<file path="src/rtl/pcattr_pkg.sv">
package pcattr_pkg;

  localparam logic [7:0] OPT_KEEP_MASK  = 8'hCF;
  localparam logic [7:0] OPT_SRST_MASK  = 8'hC0;
  localparam logic [7:0] STAT_WR_MASK   = 8'h74;
  localparam logic [7:0] PIN_FIXED_BITS = 8'h0C;
  localparam logic [7:0] CIS_SEED       = 8'hA5;

  typedef enum logic [2:0] {
    SEL_NONE,
    SEL_CIS,
    SEL_OPT,
    SEL_STAT,
    SEL_PIN
  } rdSel_e;

  typedef struct packed {
    logic       wrOpt;
    logic       wrStat;
    rdSel_e     rdSel;
    logic [7:0] cisAddr;
  } strobes_t;

  function automatic logic [7:0] cisByte(input logic [7:0] idx);
    return idx ^ CIS_SEED;
  endfunction

endpackage

</file>
<file path="src/rtl/pcattr_ctrl.sv">
module pcattr_ctrl
  import pcattr_pkg::*;
#(
  parameter int ADDR_W    = 12,
  parameter int ATTR_BASE = 'h200,
  parameter int CIS_LEN   = 64
) (
  input  logic              clk,
  input  logic              rst_n,
  input  logic [ADDR_W-1:0] attrAddr,
  input  logic              attrWrEn,
  output strobes_t          strb
);

  localparam logic [ADDR_W-1:0] BASE_V = ADDR_W'(ATTR_BASE);
  localparam logic [ADDR_W-1:0] CIS_V  = ADDR_W'(CIS_LEN);
  localparam logic [ADDR_W-1:0] OFF_OPT  = ADDR_W'(0);
  localparam logic [ADDR_W-1:0] OFF_STAT = ADDR_W'(2);
  localparam logic [ADDR_W-1:0] OFF_PIN  = ADDR_W'(4);

  logic              belowBase;
  logic              inCis;
  logic [ADDR_W-1:0] regOff;

  always_comb begin
    belowBase = attrAddr < BASE_V;
    inCis     = attrAddr < CIS_V;
    regOff    = attrAddr - BASE_V;
  end

  always_comb begin
    strb.wrOpt   = 1'b0;
    strb.wrStat  = 1'b0;
    strb.rdSel   = SEL_NONE;
    strb.cisAddr = 8'(attrAddr);
    if (belowBase) begin
      if (inCis) strb.rdSel = SEL_CIS;
    end else begin
      unique case (regOff)
        OFF_OPT: begin
          strb.rdSel = SEL_OPT;
          strb.wrOpt = attrWrEn;
        end
        OFF_STAT: begin
          strb.rdSel  = SEL_STAT;
          strb.wrStat = attrWrEn;
        end
        OFF_PIN:  strb.rdSel = SEL_PIN;
        default:  strb.rdSel = SEL_NONE;
      endcase
    end
  end

  // no register write may be decoded below the base
  a_r10_no_write_below_base: assert property (@(posedge clk) disable iff (!rst_n)
    belowBase |-> !(strb.wrOpt || strb.wrStat));

  // information bytes are selected only inside the ROM length
  a_r2_cis_bounded: assert property (@(posedge clk) disable iff (!rst_n)
    (strb.rdSel == SEL_CIS) |-> (attrAddr < CIS_V));

  a_r10_one_strobe: assert property (@(posedge clk) disable iff (!rst_n)
    $onehot0({strb.wrOpt, strb.wrStat}));

endmodule

</file>
<file path="src/rtl/pcattr_dp.sv">
module pcattr_dp
  import pcattr_pkg::*;
(
  input  logic       clk,
  input  logic       rst_n,
  input  strobes_t   strb,
  input  logic [7:0] attrWrData,
  input  logic       devIrq,
  input  logic       hostIntDis,
  input  logic       hostSoftRst,
  output logic [7:0] attrRdData,
  output logic       softResetReq,
  output logic       cardIrqLine
);

  logic [7:0] optReg;
  logic [7:0] statStore;
  logic       readyBit;
  logic       intLatch;
  logic       pwrFlip;

  assign pwrFlip = statStore[2] ^ attrWrData[2];

  always_ff @(posedge clk or negedge rst_n) begin
    if (!rst_n) begin
      optReg    <= 8'h00;
      statStore <= 8'h00;
      readyBit  <= 1'b0;
      intLatch  <= 1'b0;
    end else begin
      intLatch <= devIrq;
      if (strb.wrOpt) begin
        if (attrWrData[7]) begin
          optReg    <= attrWrData & OPT_SRST_MASK;
          statStore <= 8'h00;
          readyBit  <= 1'b0;
        end else begin
          optReg <= attrWrData & OPT_KEEP_MASK;
        end
      end else if (strb.wrStat) begin
        if (pwrFlip) readyBit <= 1'b1;
        statStore <= attrWrData & STAT_WR_MASK;
      end
    end
  end

  always_comb begin
    unique case (strb.rdSel)
      SEL_CIS:  attrRdData = cisByte(strb.cisAddr);
      SEL_OPT:  attrRdData = optReg;
      SEL_STAT: attrRdData = statStore | {6'b0, intLatch & ~hostIntDis, 1'b0};
      SEL_PIN:  attrRdData = PIN_FIXED_BITS | {2'b0, readyBit, 5'b0};
      default:  attrRdData = 8'h00;
    endcase
  end

  assign softResetReq = optReg[7];
  assign cardIrqLine  = ~intLatch & ~hostIntDis & ~hostSoftRst & ~optReg[7];

  // the ready flag falls only through a soft-reset option write
  a_r7_ready_sticky: assert property (@(posedge clk) disable iff (!rst_n)
    $fell(readyBit) |-> $past(strb.wrOpt && attrWrData[7]));

  // a power-down flip leaves the ready flag set
  a_r7_flip_sets_ready: assert property (@(posedge clk) disable iff (!rst_n)
    (strb.wrStat && pwrFlip) |=> readyBit);

  // bits outside the write mask never read back from the store
  a_r5_fixed_zero: assert property (@(posedge clk) disable iff (!rst_n)
    (strb.rdSel == SEL_STAT) |-> (attrRdData[7] == 1'b0 && attrRdData[3] == 1'b0 && attrRdData[0] == 1'b0));

  // the mode field is zero while a soft reset is held
  a_r4_mode_cleared: assert property (@(posedge clk) disable iff (!rst_n)
    softResetReq |-> (optReg[3:0] == 4'h0));

endmodule

</file>
<file path="src/rtl/pccard_attr_regs.sv">
module pccard_attr_regs
  import pcattr_pkg::*;
#(
  parameter int ADDR_W    = 12,
  parameter int ATTR_BASE = 'h200,
  parameter int CIS_LEN   = 64
) (
  input  logic              clk,
  input  logic              rst_n,
  input  logic [ADDR_W-1:0] attrAddr,
  input  logic              attrWrEn,
  input  logic [7:0]        attrWrData,
  output logic [7:0]        attrRdData,
  input  logic              devIrq,
  input  logic              hostIntDis,
  input  logic              hostSoftRst,
  output logic              softResetReq,
  output logic              cardIrqLine
);

  strobes_t strb;

  pcattr_ctrl #(
    .ADDR_W   (ADDR_W),
    .ATTR_BASE(ATTR_BASE),
    .CIS_LEN  (CIS_LEN)
  ) u_ctrl (
    .clk     (clk),
    .rst_n   (rst_n),
    .attrAddr(attrAddr),
    .attrWrEn(attrWrEn),
    .strb    (strb)
  );

  pcattr_dp u_dp (
    .clk         (clk),
    .rst_n       (rst_n),
    .strb        (strb),
    .attrWrData  (attrWrData),
    .devIrq      (devIrq),
    .hostIntDis  (hostIntDis),
    .hostSoftRst (hostSoftRst),
    .attrRdData  (attrRdData),
    .softResetReq(softResetReq),
    .cardIrqLine (cardIrqLine)
  );

  localparam logic [ADDR_W-1:0] SOCK_ADDR = ADDR_W'(ATTR_BASE + 6);
  localparam logic [ADDR_W-1:0] STAT_ADDR = ADDR_W'(ATTR_BASE + 2);

  // any of the three gates holds the line inactive
  a_r9_gates_hold: assert property (@(posedge clk) disable iff (!rst_n)
    (hostIntDis || hostSoftRst || softResetReq) |-> !cardIrqLine);

  // socket/copy register reads zero
  a_r10_socket_zero: assert property (@(posedge clk) disable iff (!rst_n)
    (attrAddr == SOCK_ADDR) |-> (attrRdData == 8'h00));

  // the pending bit is hidden while interrupts are disabled
  a_r6_hidden: assert property (@(posedge clk) disable iff (!rst_n)
    (attrAddr == STAT_ADDR && hostIntDis) |-> !attrRdData[1]);

endmodule

</file>
<file path="config.mk">
export PLATFORM = sky130hd
export DESIGN_NAME = pccard_attr_regs
export DESIGN_NICKNAME = d
export VERILOG_FILES = /design/src/rtl/pcattr_pkg.sv /design/src/rtl/pcattr_ctrl.sv /design/src/rtl/pcattr_dp.sv /design/src/rtl/pccard_attr_regs.sv
export SDC_FILE = /design/constraint.sdc
export NUM_CORES = 1
export LEC_CHECK = 0
export ABC_AREA = 1
export BUFFER_PORTS_ARGS = -buffer_cell sky130_fd_sc_hd__clkbuf_2
export CAP_MARGIN = 20
export CELL_PAD_IN_SITES_DETAIL_PLACEMENT = 0
export CELL_PAD_IN_SITES_GLOBAL_PLACEMENT = 1
export CORE_MARGIN = 2
export CORE_UTILIZATION = 25
export CTS_CLUSTER_SIZE = 40
export DETAILED_ROUTE_END_ITERATION = 6
export PLACE_DENSITY = 0.66
export SLEW_MARGIN = 20
export SYNTH_ARGS = -nofsm -noshare
export SYNTH_HDL_FRONTEND = slang
export SYNTH_SLANG_ARGS = --single-unit
</file>
<file path="constraint.sdc">
create_clock -name clk -period 1.7 [get_ports clk]
set_input_delay 0.085 -clock clk [delete_from_list [all_inputs] [get_ports clk]]
set_output_delay 0.085 -clock clk [all_outputs]
set_load 0.01 [all_outputs]
</file>
# Yosys cells after proc, flatten, opt, wreduce, memory -nomap -nowiden
# Cells that the tools add are included.
[word_totals]
register_bits = 18
in_bits = 26
output_inout_bits = 10
wordCells = 45
[op_classes]
n_addsub = 1
n_lt_le_gt_ge = 2
eq_ne = 7
muxes = 15
bitwise_logic = 11
reduce_logical = 5
[ops]
columns = ["op", "n"]
rows = [
  ["2-to-1 mux 8 bit", 4],
  ["one-hot mux 8 bit (4 select lines)", 1],
  ["== test 12 x 2 -> 1 bit (second input constant)", 1],
  ["== test 12 x 3 -> 1 bit (second input constant)", 1],
  ["logical NOT 12 bit", 1],
  ["< comparator 12 x 10 -> 1 bit (second input constant)", 1],
  ["< comparator 12 x 7 -> 1 bit (second input constant)", 1],
  ["subtractor 12 x 10 -> 12 bit (second input constant)", 1],
  ["one-hot mux 3 bit (3 select lines)", 1],
  ["bitwise OR 8 x 2 -> 8 bit", 1],
  ["2-to-1 mux 1 bit", 7],
  ["== test 3 x 2 -> 1 bit (second input constant)", 2],
  ["AND 1 bit", 4],
  ["inverter 1 bit", 4],
  ["inverter 4 bit", 1],
  ["nonzero test 2 bit", 2],
  ["== test 3 x 1 -> 1 bit (second input constant)", 1],
  ["== test 3 bit (second input constant)", 1],
  ["2-to-1 mux 3 bit", 1],
  ["AND reduction 3 bit", 1],
  ["2-to-1 mux 2 bit", 1],
  ["!= test 2 bit (second input constant)", 1],
  ["AND reduction 2 bit", 1],
  ["bitwise XOR 1 bit", 1],
]

# Longest topological paths before layout
# Gate-level depths: netlist of run 1.
[depth]
word_depth = 6
mapped_depth = 11
mapped_depth_nobuf = 11

# Hierarchy
# A second synthesis of run 1 with hierarchy kept.
[unflattened]
hier_cells = 125
area_unflattened_um2 = 897.1
[by_module_without_submodules]
columns = ["module", "n_inst", "cells_per_inst", "area_each_um2", "seq_area_each_um2"]
rows = [
  ["pcattr_dp", 1, 84, 658.1, 300.3],
  ["pcattr_ctrl", 1, 41, 239.0, 0.0],
]

# Least setup slack after synthesis of run 1
# Ideal clock, no wire load.
[synth_timing]
path_kind = "input -> register"
startpoint = "in attrAddr[9]"
endpoint = "reg u_dp.readyBit"
setup_time_ps = 117
t_arrival_ps = 1098
t_required_ps = 1583
path_slack_ps = 485
cell_stages = 9
path_buffers = 0
cell_sequence = "inv_1 > ha_1 > nand3_2 > nor2_4 > nand3_1 > nand2_1 > nand3_1 > nand2_1 > nand2_1"
[synth_between]
elab_chain_len = 6
elab_cells_between_ends = 12
cone_classes = "add/sub: 1; order compare: 1; eq/ne: 2; mux: 4; reduce/logical: 4"
[synth_rtl]
columns = ["element", "line", "source"]
rows = [
  ["start: declaration", "pccard_attr_regs.sv:10", "input logic [ADDR_W-1:0] attrAddr,"],
  ["subtractor 12 x 10 -> 12 bit", "pcattr_ctrl.sv:28", "regOff = attrAddr - BASE_V;"],
  ["== test 12 x 2 -> 1 bit / logical NOT 12 bit (equally long branches)", "pcattr_ctrl.sv:39", "unique case (regOff)"],
  ["2-to-1 mux 1 bit", "pcattr_ctrl.sv:39", ""],
  ["2-to-1 mux 2 bit *", "pcattr_ctrl.sv:36", "if (belowBase) begin"],
  ["nonzero test 2 bit (no source line) / != test 2 bit (equally long branches)", "-", ""],
  ["AND reduction 3 bit (no source line)", "-", ""],
  ["end signal: assignment", "pcattr_dp.sv:28", "readyBit <= 1'b0;"],
  ["end signal: assignment", "pcattr_dp.sv:36", "readyBit <= 1'b0;"],
  ["end signal: assignment", "pcattr_dp.sv:41", "if (pwrFlip) readyBit <= 1'b1;"],
  ["end: declaration", "pcattr_dp.sv:18", "logic readyBit;"],
]
# Every way passes the cells marked *; elsewhere a longest branch is shown, timed or not.
# A chain may end at the register's enable or synchronous reset.

# Worst setup path in the final report of run 1
[layout_timing]
startpoint = "in attrAddr[9]"
endpoint = "out attrRdData[5]"
[layout_between]
elab_chain_len = 6
elab_cells_between_ends = 14
cone_classes = "add/sub: 1; order compare: 2; eq/ne: 6; mux: 4; reduce/logical: 1"
[layout_rtl]
columns = ["element", "line", "source"]
rows = [
  ["subtractor 12 x 10 -> 12 bit", "pcattr_ctrl.sv:28", ""],
  ["== test 12 x 3 -> 1 bit (tied with other cells)", "pcattr_ctrl.sv:39", ""],
  ["one-hot mux 3 bit (3 select lines)", "pcattr_ctrl.sv:39", ""],
  ["2-to-1 mux 3 bit *", "pcattr_ctrl.sv:36", ""],
  ["== test 3 bit (tied with other cells)", "pcattr_dp.sv:48", "unique case (strb.rdSel)"],
  ["one-hot mux 8 bit (4 select lines) *", "pcattr_dp.sv:48", ""],
  ["end: declaration", "pccard_attr_regs.sv:13", "output logic [7:0] attrRdData,"],
]
# Marked as above.

==> results.ini, run 1 <==
[synthesis]
synth.net_count = 143
syn_inst = 116
synthAdderAreaFrac_pct = 1.458
synthMuxAreaShare_pct = 0
syn_area_per_cell_um2 = 7.399
yosysTopAreaCellShare_pct = 34.99
synth-compound-area-share_pct = 11.08
seq_area_frac_synth_pct = 34.99
syn_area_um2 = 858.3
synth-seq-cells = 12
synth_top_family_by_area = simple AND/OR/NAND/NOR gates
synth_top_area_cell = dfrtp_1
ys_warn_count = 0
synthSimpleGateAreaFrac_pct = 38.92
yosys-top-cells-area = dfrtp_1 35%, nand2_1 10%, inv_1 9.2%, nand3_1 8.2%, nand4_1 5.8%
ys_types = 23
synth_xor_area_share_pct = 1.020

[clock_network]
clockBufferDepth = 2
numCtsBuffers = 3
clock_sinks = 12
root_buffer = clkbuf_4
htreeDepth = 1
tritoncts = done
insertion_delay_ns = 0.27
cts.clk_slew.worst_paths_ns = 0.08
post_cts_buffers = 0

[min_path]
whs_endpoint = u_dp.statStore[5]
whs_path_depth = 3
hold_class = in -> reg
hp-start = attrWrData[5]

[floorplanning]
die_area_mm2 = 0.003918
rows = 21
ios = 36
die_w_um = 62.60
initial_utilization_pct = 25.93
die_y_um = 62.60
core_mm2 = 0.003311

[sta]
tns_ns = 0
max_freq_mhz = 667.8
fin_worst_skew_ns = 0.002464
rsz0062_at_grt = no
maxSlewHeadroom_pct = 79.30
setup_viol = 0
hold_violations = 0
min_period_over_period_pct = 88.08
slew_violations = 0
worst_pin_slew_ns = 0.3105
fin_crit_ns = 1.497

[global_routing]
antenna_found_initial = 0
grt_max_degree = 13
grt_pass1_wl_um = 3912
grt.overflow.total = 0
grt_pass1_vias = 878
track_usage_pct = 12.39

[power]
powerDensity_mw_per_mm2 = 539.7
vdd_ir_drop_max_mv = 0.2715
total_leakage_power_nw = 0.6020
total_power_uw = 616.5

[routing]
wl_met1_um = 1070
wire_per_inst_um = 11.09
routed_via_density = 4.475
vias = 913
top_layer = met3
met2_wirelength_um = 1083
wl_met3_um = 108
routed_wl_um = 2262
dr.first_iter.drc_count = 22
route.detailed.drc = 0
dr.pass1.iters = 4
drtAntennaViolNets = 0

[finish]
final_cell_area_mm2 = 0.001142
drive_gt1_share_pct = 34.81
fillers = 386
nets = 186
syn_to_final_growth_pct = 33.09
most-common-layout-cells = 35 x clkbuf_2, 24 x nand2_1, 21 x inv_1
insertedDiodeCount = 0
layout_commonest_cell = clkbuf_2

[critical_path]
r2r_start = u_dp.statStore[2]
required_ns = 1.62
cp_slowest_cell = ha_1
path_class = in -> out
regToRegEndpoint = u_dp.readyBit
cp_cell_sequence = clkbuf_2 -> inv_1 -> ha_1 -> nand3_2 -> nor2_4 -> nand2_1 -> inv_1 -> nand2_1 -> o211ai_1 -> clkbuf_2
cp_slowest_stage_delay_ns = 0.31
endpoint_kind = primary output
crit_fanout = 7
r2r_cells = 5
worst_ep_arrival_time_ns = 1.41
r2r_setup_slack_ns = 0.80
start_kind = primary input

[flow_run]
cap_violations = 0

[place]
gp_congestion = 0.7689
postPlaceCellArea_mm2 = 0.001086
port_buffers = 35
dp_hpwl_um = 1875

[outcome]
status = finished clean

metal layers:
metal  vias up  track usage, %
li1        467               -
met1       419           16.37
met2        27           20.97
met3         0           1.441
met4         0           4.167
met5         -               0
power by group:
part	internal, mW	leakage, nW	total, mW	switching [mW]
Sequential	0.288	0.134	0.290	0.00145
Combinational	0.0379	0.447	0.0906	0.0527
Clock	0.130	0.0210	0.236	0.106
Total	0.456	0.602	0.616	0.160
registers in the layout, indices dropped and copies added (netlist names):
name,flops
u_dp.optReg,6
u_dp.statStore,4
u_dp.intLatch,1
u_dp.readyBit,1
metrics by stage:
step / setup slack [ns] / util, % / instances / hold WS (ns)
2_1_floorplan: 0.4847 / - / 116 / -0.2106
3_3_place_gp: 0.2060 / 32.80 / 198 / -0.009762
3_5_place_dp: 0.2006 / 32.80 / 198 / -0.009641
4_1_cts: 0.1898 / 34.50 / 204 / 0.03945
5_1_grt: 0.01820 / 34.50 / 204 / 0.04971
6_report: 0.2027 / 34.50 / 204 / 0.03695
critical path, delay by kind of cell:
kind            cells  cell delay (ns)
simple gates        4             0.49
fa+ha+maj           1             0.31
buf+inv             4             0.44
compound gates      1             0.09
cell families after synthesis:
family	Yosys count
and+or+nand+nor	65
buffers and inverters	23
AOI/OAI and AO/OA	14
DFF	12
xor gates and xnor gates	1
adders and majority gates	1
final cells by class:
| class | instances | area [um^2] | share of cell area (%) |
|---|---|---|---|
| Sequential cell | 12 | 300.3 | 26.29 |
| Inverter | 22 | 87.58 | 7.667 |
| Timing Repair Buffer | 39 | 210.2 | 18.40 |
| Tap cell | 46 | 57.56 | 5.038 |
| Clock buffer | 4 | 36.28 | 3.176 |
| Multi-Input combinational cell | 81 | 450.4 | 39.43 |
repair_timing:
| action | in CTS | in global routing |
|---|---|---|
| hold buffers | 2 | 0 |
| gates resized for setup | 0 | 0 |
| hold endpoints to repair | 13 | 0 |
Yosys cell counts:
cell / n
nand2_1: 24
nor2_1: 8
nor2_2: 3
nand4_1: 8
o21ai_1: 1
ha_1: 1
o21ai_2: 3
inv_1: 21
nand3_1: 14
o22ai_1: 1
o21ai_0: 5
nand3_2: 1
nor4_1: 1
nand2_2: 3
o221ai_1: 1
nand3_4: 1
o211ai_1: 2
dfrtp_1: 12
clkinv_4: 1
buf_12: 1
nor2_4: 2
xnor2_1: 1
o2111ai_1: 1
worst max path at each step:
stage                            from             to  slack, ns
after global routing      attrAddr[9]  attrRdData[5]       0.02
after CTS                 attrAddr[9]  attrRdData[5]       0.19
final                     attrAddr[9]  attrRdData[5]       0.20
after global placement    attrAddr[9]  attrRdData[2]       0.21
after detailed placement  attrAddr[9]  attrRdData[5]       0.20
after floorplan           attrAddr[9]  u_dp.readyBit       0.48
Note: power is estimated with default switching activity, not from simulation.
==> run 2, diff against run 1 <==
Settings changed: ABC_AREA 1 to 0.
==> run 2 against run 1 <==
Against the previous run:
- clock skew fell by 0.0021 ns
- routed wire length fell by 12%
- setup slack got worse by 0.11 ns
- cell count fell by 23%
- global-route usage fell by 0.15 points
- non-clock buffer count rose by 4
- via count fell by 17%
- synthesized cell count fell by 30%
- critical path type unchanged
- critical endpoint is now attrRdData[2]
- largest cell class unchanged
- highest routed layer is now met4
==> results.ini, run 2 <==
[synthesis]
syn_area_um2 = 758.2
syn_inst = 81
ys_types = 31
yosysTopAreaCellShare_pct = 39.60
yosys-top-cells-area = dfrtp_1 40%, mux2_2 8.9%, o21ai_0 7.9%, inv_1 3.5%, nor4b_4 3.1%
ys_warn_count = 0
synthMuxAreaShare_pct = 10.23
ys.flop_type = dfrtp_1
synth.net_count = 108
synth_xor_area_share_pct = 2.310
synth-compound-area-share_pct = 16.50
synth_top_family_by_area = simple AND/OR/NAND/NOR gates
seq_area_frac_synth_pct = 39.60
synthTopCellsByCount = 12 x dfrtp_1, 12 x o21ai_0, 7 x inv_1
synth_edf_count = 0
synth_top_area_cell = dfrtp_1
syn_area_per_cell_um2 = 9.361
synthSimpleGateAreaFrac_pct = 25.08
synthAdderAreaFrac_pct = 1.650
ys_async_sr_fraction_pct = 100.0
synth-seq-cells = 12

[critical_path]
endpoint_kind = primary output
crit_fanout = 3
path_class = in -> out
start_kind = primary input
required_ns = 1.62
worst_ep_arrival_time_ns = 1.52

[floorplanning]
die_area_mm2 = 0.003489
rows = 19
initial_utilization_pct = 26.80
core_mm2 = 0.002829
die_y_um = 59.07
die_w_um = 59.07
ios = 36

[global_routing]
grt.overflow.total = 0
track_usage_pct = 12.24
grt_max_degree = 13
antenna_found_initial = 0
grt_pass1_wl_um = 3187
grt_pass1_vias = 760

[power]
powerDensity_mw_per_mm2 = 571.1
total_leakage_power_nw = 0.5578
vdd_ir_drop_max_mv = 0.2535
total_power_uw = 608.1

[sta]
tns_ns = 0
setup_viol = 0
fin_crit_ns = 1.605
hold_violations = 0
min_period_over_period_pct = 94.42
worst_pin_slew_ns = 0.3914
slew_violations = 0
maxSlewHeadroom_pct = 73.63
fin_worst_skew_ns = 0.0004104
rsz0062_at_grt = yes
max_freq_mhz = 623.0

[routing]
wire_per_inst_um = 12.62
routed_wl_um = 1982
dr.pass1.iters = 4
routed_via_density = 4.854
dr.first_iter.drc_count = 6
vias = 762
route.detailed.drc = 0
drtAntennaViolNets = 0

[finish]
drive_gt1_share_pct = 43.65
reg_top3 = u_dp.optReg: 6 flops, u_dp.statStore: 4 flops
layout_commonest_cell = clkbuf_2
insertedDiodeCount = 0
fillers = 291
largest-register = u_dp.optReg
largest_reg_flops = 6
syn_to_final_growth_pct = 40.43
nets = 154
most-common-layout-cells = 35 x clkbuf_2, 12 x o21ai_0, 12 x dfrtp_1

[clock_network]
root_buffer = clkbuf_4
numCtsBuffers = 3
insertion_delay_ns = 0.27
htreeDepth = 1
clock_sinks = 12
post_cts_buffers = 0
tritoncts = done
clockBufferDepth = 2
cts.clk_slew.worst_paths_ns = 0.08

[outcome]
status = finished clean

[place]
dp_hpwl_um = 1625
port_buffers = 35
gp_congestion = 0.7747

[flow_run]
cap_violations = 0

[min_path]
hold_class = in -> reg

-- run 2: repair_timing --
action,4_1_cts,5_1_grt
setup endpoints to repair,0,3
endpoints found under the hold margin,13,0
gates resized for setup,0,0
hold buffers,2,0
-- run 2: kinds of logic after synthesis --
| logic type | Yosys count |
|---|---|
| and+or+nand+nor | 29 |
| adders and majority gates | 1 |
| buffers and inverters | 9 |
| xor gates and xnor gates | 2 |
| AOI/OAI and AO/OA | 21 |
| DFF | 12 |
| muxes | 7 |
-- run 2: area by class of cell --
cell class / instances / area [um^2] / share of cell area (%)
timing repair buffer: 43 / 240.2 / 22.56
inverter: 7 / 26.28 / 2.468
tap: 31 / 38.79 / 3.643
clock buffer: 4 / 36.28 / 3.408
sequential: 12 / 300.3 / 28.20
multi-input combinational: 60 / 422.9 / 39.72
-- run 2: power by group --
group          internal (mW)  leakage (nW)  switching (mW)
clock                  0.130        0.0210          0.0978
sequential             0.287         0.165         0.00136
combinational         0.0442         0.372          0.0473
-- run 2: critical path: stages --
cell and delay, ns:
clkbuf_2 0.09, inv_1 0.04, ha_1 0.26, and4bb_1 0.23, nand4_2 0.15, buf_4 0.18
o32ai_1 0.31, clkbuf_2 0.19
-- run 2: per-layer routing --
metal,track usage (%),share of wire [%],up-vias
li1,-,-,380
met1,15.85,46,347
met2,18.73,45,33
met3,2.838,6.9,2
met4,6.818,1.4,0
met5,0,0,-
-- run 2: worst paths after layout --
kind | start | endpoint | slack, ns | depth (start not counted)
setup / recovery | attrAddr[9] | attrRdData[2] | 0.09 | 8
hold / removal | attrWrData[4] | u_dp.statStore[4] | 0.03 | 3
setup reg to reg | u_dp.optReg[7] | u_dp.optReg[7] | 0.90 | 1
hold reg to reg | u_dp.readyBit | u_dp.readyBit | 0.51 | 2
max in group asynchronous | rst_n | u_dp.optReg[3] | 1.23 | 2
min in group asynchronous | rst_n | u_dp.statStore[6] | 0.23 | 2
-- run 2: per-stage QoR --
step	utilization, %	worst slack (ns)	cell area (um^2)	hold slack, ns	std cells
floorplan	-	0.09386	758.2	-0.2106	81
global placement	35.65	0.01430	1008	-0.01410	151
detailed placement	35.65	-0.04186	1008	-0.01127	151
CTS	37.64	0.07011	1065	0.03401	157
global route	37.64	-0.005006	1065	0.06071	157
finish	37.64	0.09494	1065	0.03267	157
==> run 3, diff against run 2 <==
Settings changed: CORE_UTILIZATION 25 to 34, PLACE_DENSITY 0.66 to 0.84.
==> run 3 against run 2 <==
Against the previous run:
- utilization up 10 points
- die area down 25%
- hold slack better by 0.0020 ns
- total power down 9.0%
- global-route usage up 2.7 points
- cell count down 3.8%
- critical endpoint unchanged
==> results.ini, run 3 (synthesis gave the netlist of run 2 again) <==
[outcome]
status = finished clean

[routing]
drtAntennaViolNets = 0
route.detailed.drc = 0
routed_wl_um = 1839
vias = 729
wire_per_inst_um = 12.18
routed_via_density = 4.828
dr.first_iter.drc_count = 7
dr.pass1.iters = 4

[finish]
drive_gt1_share_pct = 43.09
syn_to_final_growth_pct = 37.13
fillers = 231
largest-register = u_dp.optReg
largest_reg_flops = 6
fin_util_pct = 47.92
insertedDiodeCount = 0
most-common-layout-cells = 35 x clkbuf_2, 12 x o21ai_0, 12 x dfrtp_1
reg_top3 = u_dp.optReg: 6 flops, u_dp.statStore: 4 flops
layout_commonest_cell = clkbuf_2
nets = 152
multi_input_area_um2 = 430.4
final_cell_area_mm2 = 0.001040
seqCellArea_um2 = 300.3

[floorplanning]
rows = 17
core_mm2 = 0.002170
initial_utilization_pct = 34.95
ios = 36
die_y_um = 51.23
die_area_mm2 = 0.002624
die_w_um = 51.23

[critical_path]
cp_slowest_cell = o32ai_1
crit_top_cell = clkbuf_2
start_kind = primary input
path_delay_family = buffers and inverters
r2r_setup_slack_ns = 0.91
required_ns = 1.62
worst_ep_arrival_time_ns = 1.50
cp_cell_sequence = clkbuf_2 -> inv_1 -> ha_1 -> and4bb_1 -> nand4_2 -> buf_4 -> o32ai_1 -> clkbuf_2
crit_fanout = 3
cp_slowest_stage_delay_ns = 0.30
endpoint_kind = primary output
worst-path-buf-inv = 4
path_class = in -> out

[clock_network]
htreeDepth = 1
cts.clk_slew.worst_paths_ns = 0.07
numCtsBuffers = 3
post_cts_buffers = 0
clockBufferDepth = 2
insertion_delay_ns = 0.27
root_buffer = clkbuf_4
clock_sinks = 12
tritoncts = done

[global_routing]
grt.overflow.total = 0
grt_max_degree = 16
grt_pass1_wl_um = 2925
antenna_found_initial = 0
track_usage_pct = 14.90
grt_pass1_vias = 658

[sta]
hold_violations = 0
max_freq_mhz = 631.6
tns_ns = 0
fin_crit_ns = 1.583
worst_pin_slew_ns = 0.3836
fin_worst_skew_ns = 0.00004688
min_period_over_period_pct = 93.13
slew_violations = 0
setup_viol = 0
maxSlewHeadroom_pct = 74.16
hold_slack_ns = 0.03468
rsz0062_at_grt = no

[power]
swShare_pct = 25.19
switching_power_uw = 139.3
p_int_uw = 413.8
total_leakage_power_nw = 0.5470
powerDensity_mw_per_mm2 = 532.0
power_frac_seq_pct = 52.2
vdd_ir_drop_max_mv = 0.3796
p_comb_share_pct = 16.6
power_frac_clock_pct = 31.2

[flow_run]
cap_violations = 0

[min_path]
hold_class = in -> reg

[place]
gp_congestion = 0.7630
port_buffers = 35
dp_hpwl_um = 1459
postPlaceCellArea_um2 = 989.7

-- run 3: cell types whose count changed in the layout (fill, tap and decap cells not counted), sizes merged --
cell / before / now
buf: 6 / 4
clkbuf: 39 / 38
-- run 3: through the flow --
| step | worst slack (ns) | cells | power [mW] |
|---|---|---|---|
| global placement | 0.02468 | 146 | 0.3788 |
| floorplan | 0.09386 | 81 | 0.3289 |
| finish | 0.1168 | 151 | 0.5531 |
| global route | 0.0005056 | 151 | 0.5753 |
| detailed placement | -0.02125 | 146 | 0.3806 |
| CTS | 0.08981 | 151 | 0.5559 |
-- run 3: per-layer routing --
metal / routed length [um] / vias to the layer above / GRT usage, %
li1: - / 372 / -
met1: 842 / 329 / 19.89
met2: 855 / 28 / 23.59
met3: 141 / 0 / 2.632
met4: 0 / 0 / 6.579
met5: 0 / - / 0
-- run 3: layout make-up --
type,instances,share of cell area [%]
repair buffers,41,21.66
clock buffers,3,2.166
multi-input cells,60,41.40
flip-flops and latches,12,28.88
well taps,28,3.369
inverters,7,2.527
-- run 3: timing repair --
action	4_1_cts	5_1_grt
resized for setup	0	1
setup endpoints to repair	0	1
endpoints found under the hold margin	13	0
hold buffers	2	0
-- run 3: path summary, 6_finish.rpt --
kind / start / endpoint / depth (start not counted)
min: attrWrData[5] / u_dp.statStore[5] / 3
min reg2reg: u_dp.readyBit / u_dp.readyBit / 2
max reg2reg: u_dp.optReg[7] / u_dp.optReg[7] / 1
max in group asynchronous: rst_n / u_dp.optReg[0] / 2
min in group asynchronous: rst_n / u_dp.statStore[6] / 2
max: attrAddr[10] / attrRdData[2] / 8
-- run 3: power groups by stage --
stage               registers (mW)  logic, mW  clock network [mW]
finish                       0.289     0.0917               0.173
floorplan                    0.294     0.0347                   0
global route                 0.289      0.103               0.183
global placement             0.294     0.0844                   0
detailed placement           0.295     0.0861                   0
CTS                          0.289     0.0901               0.177
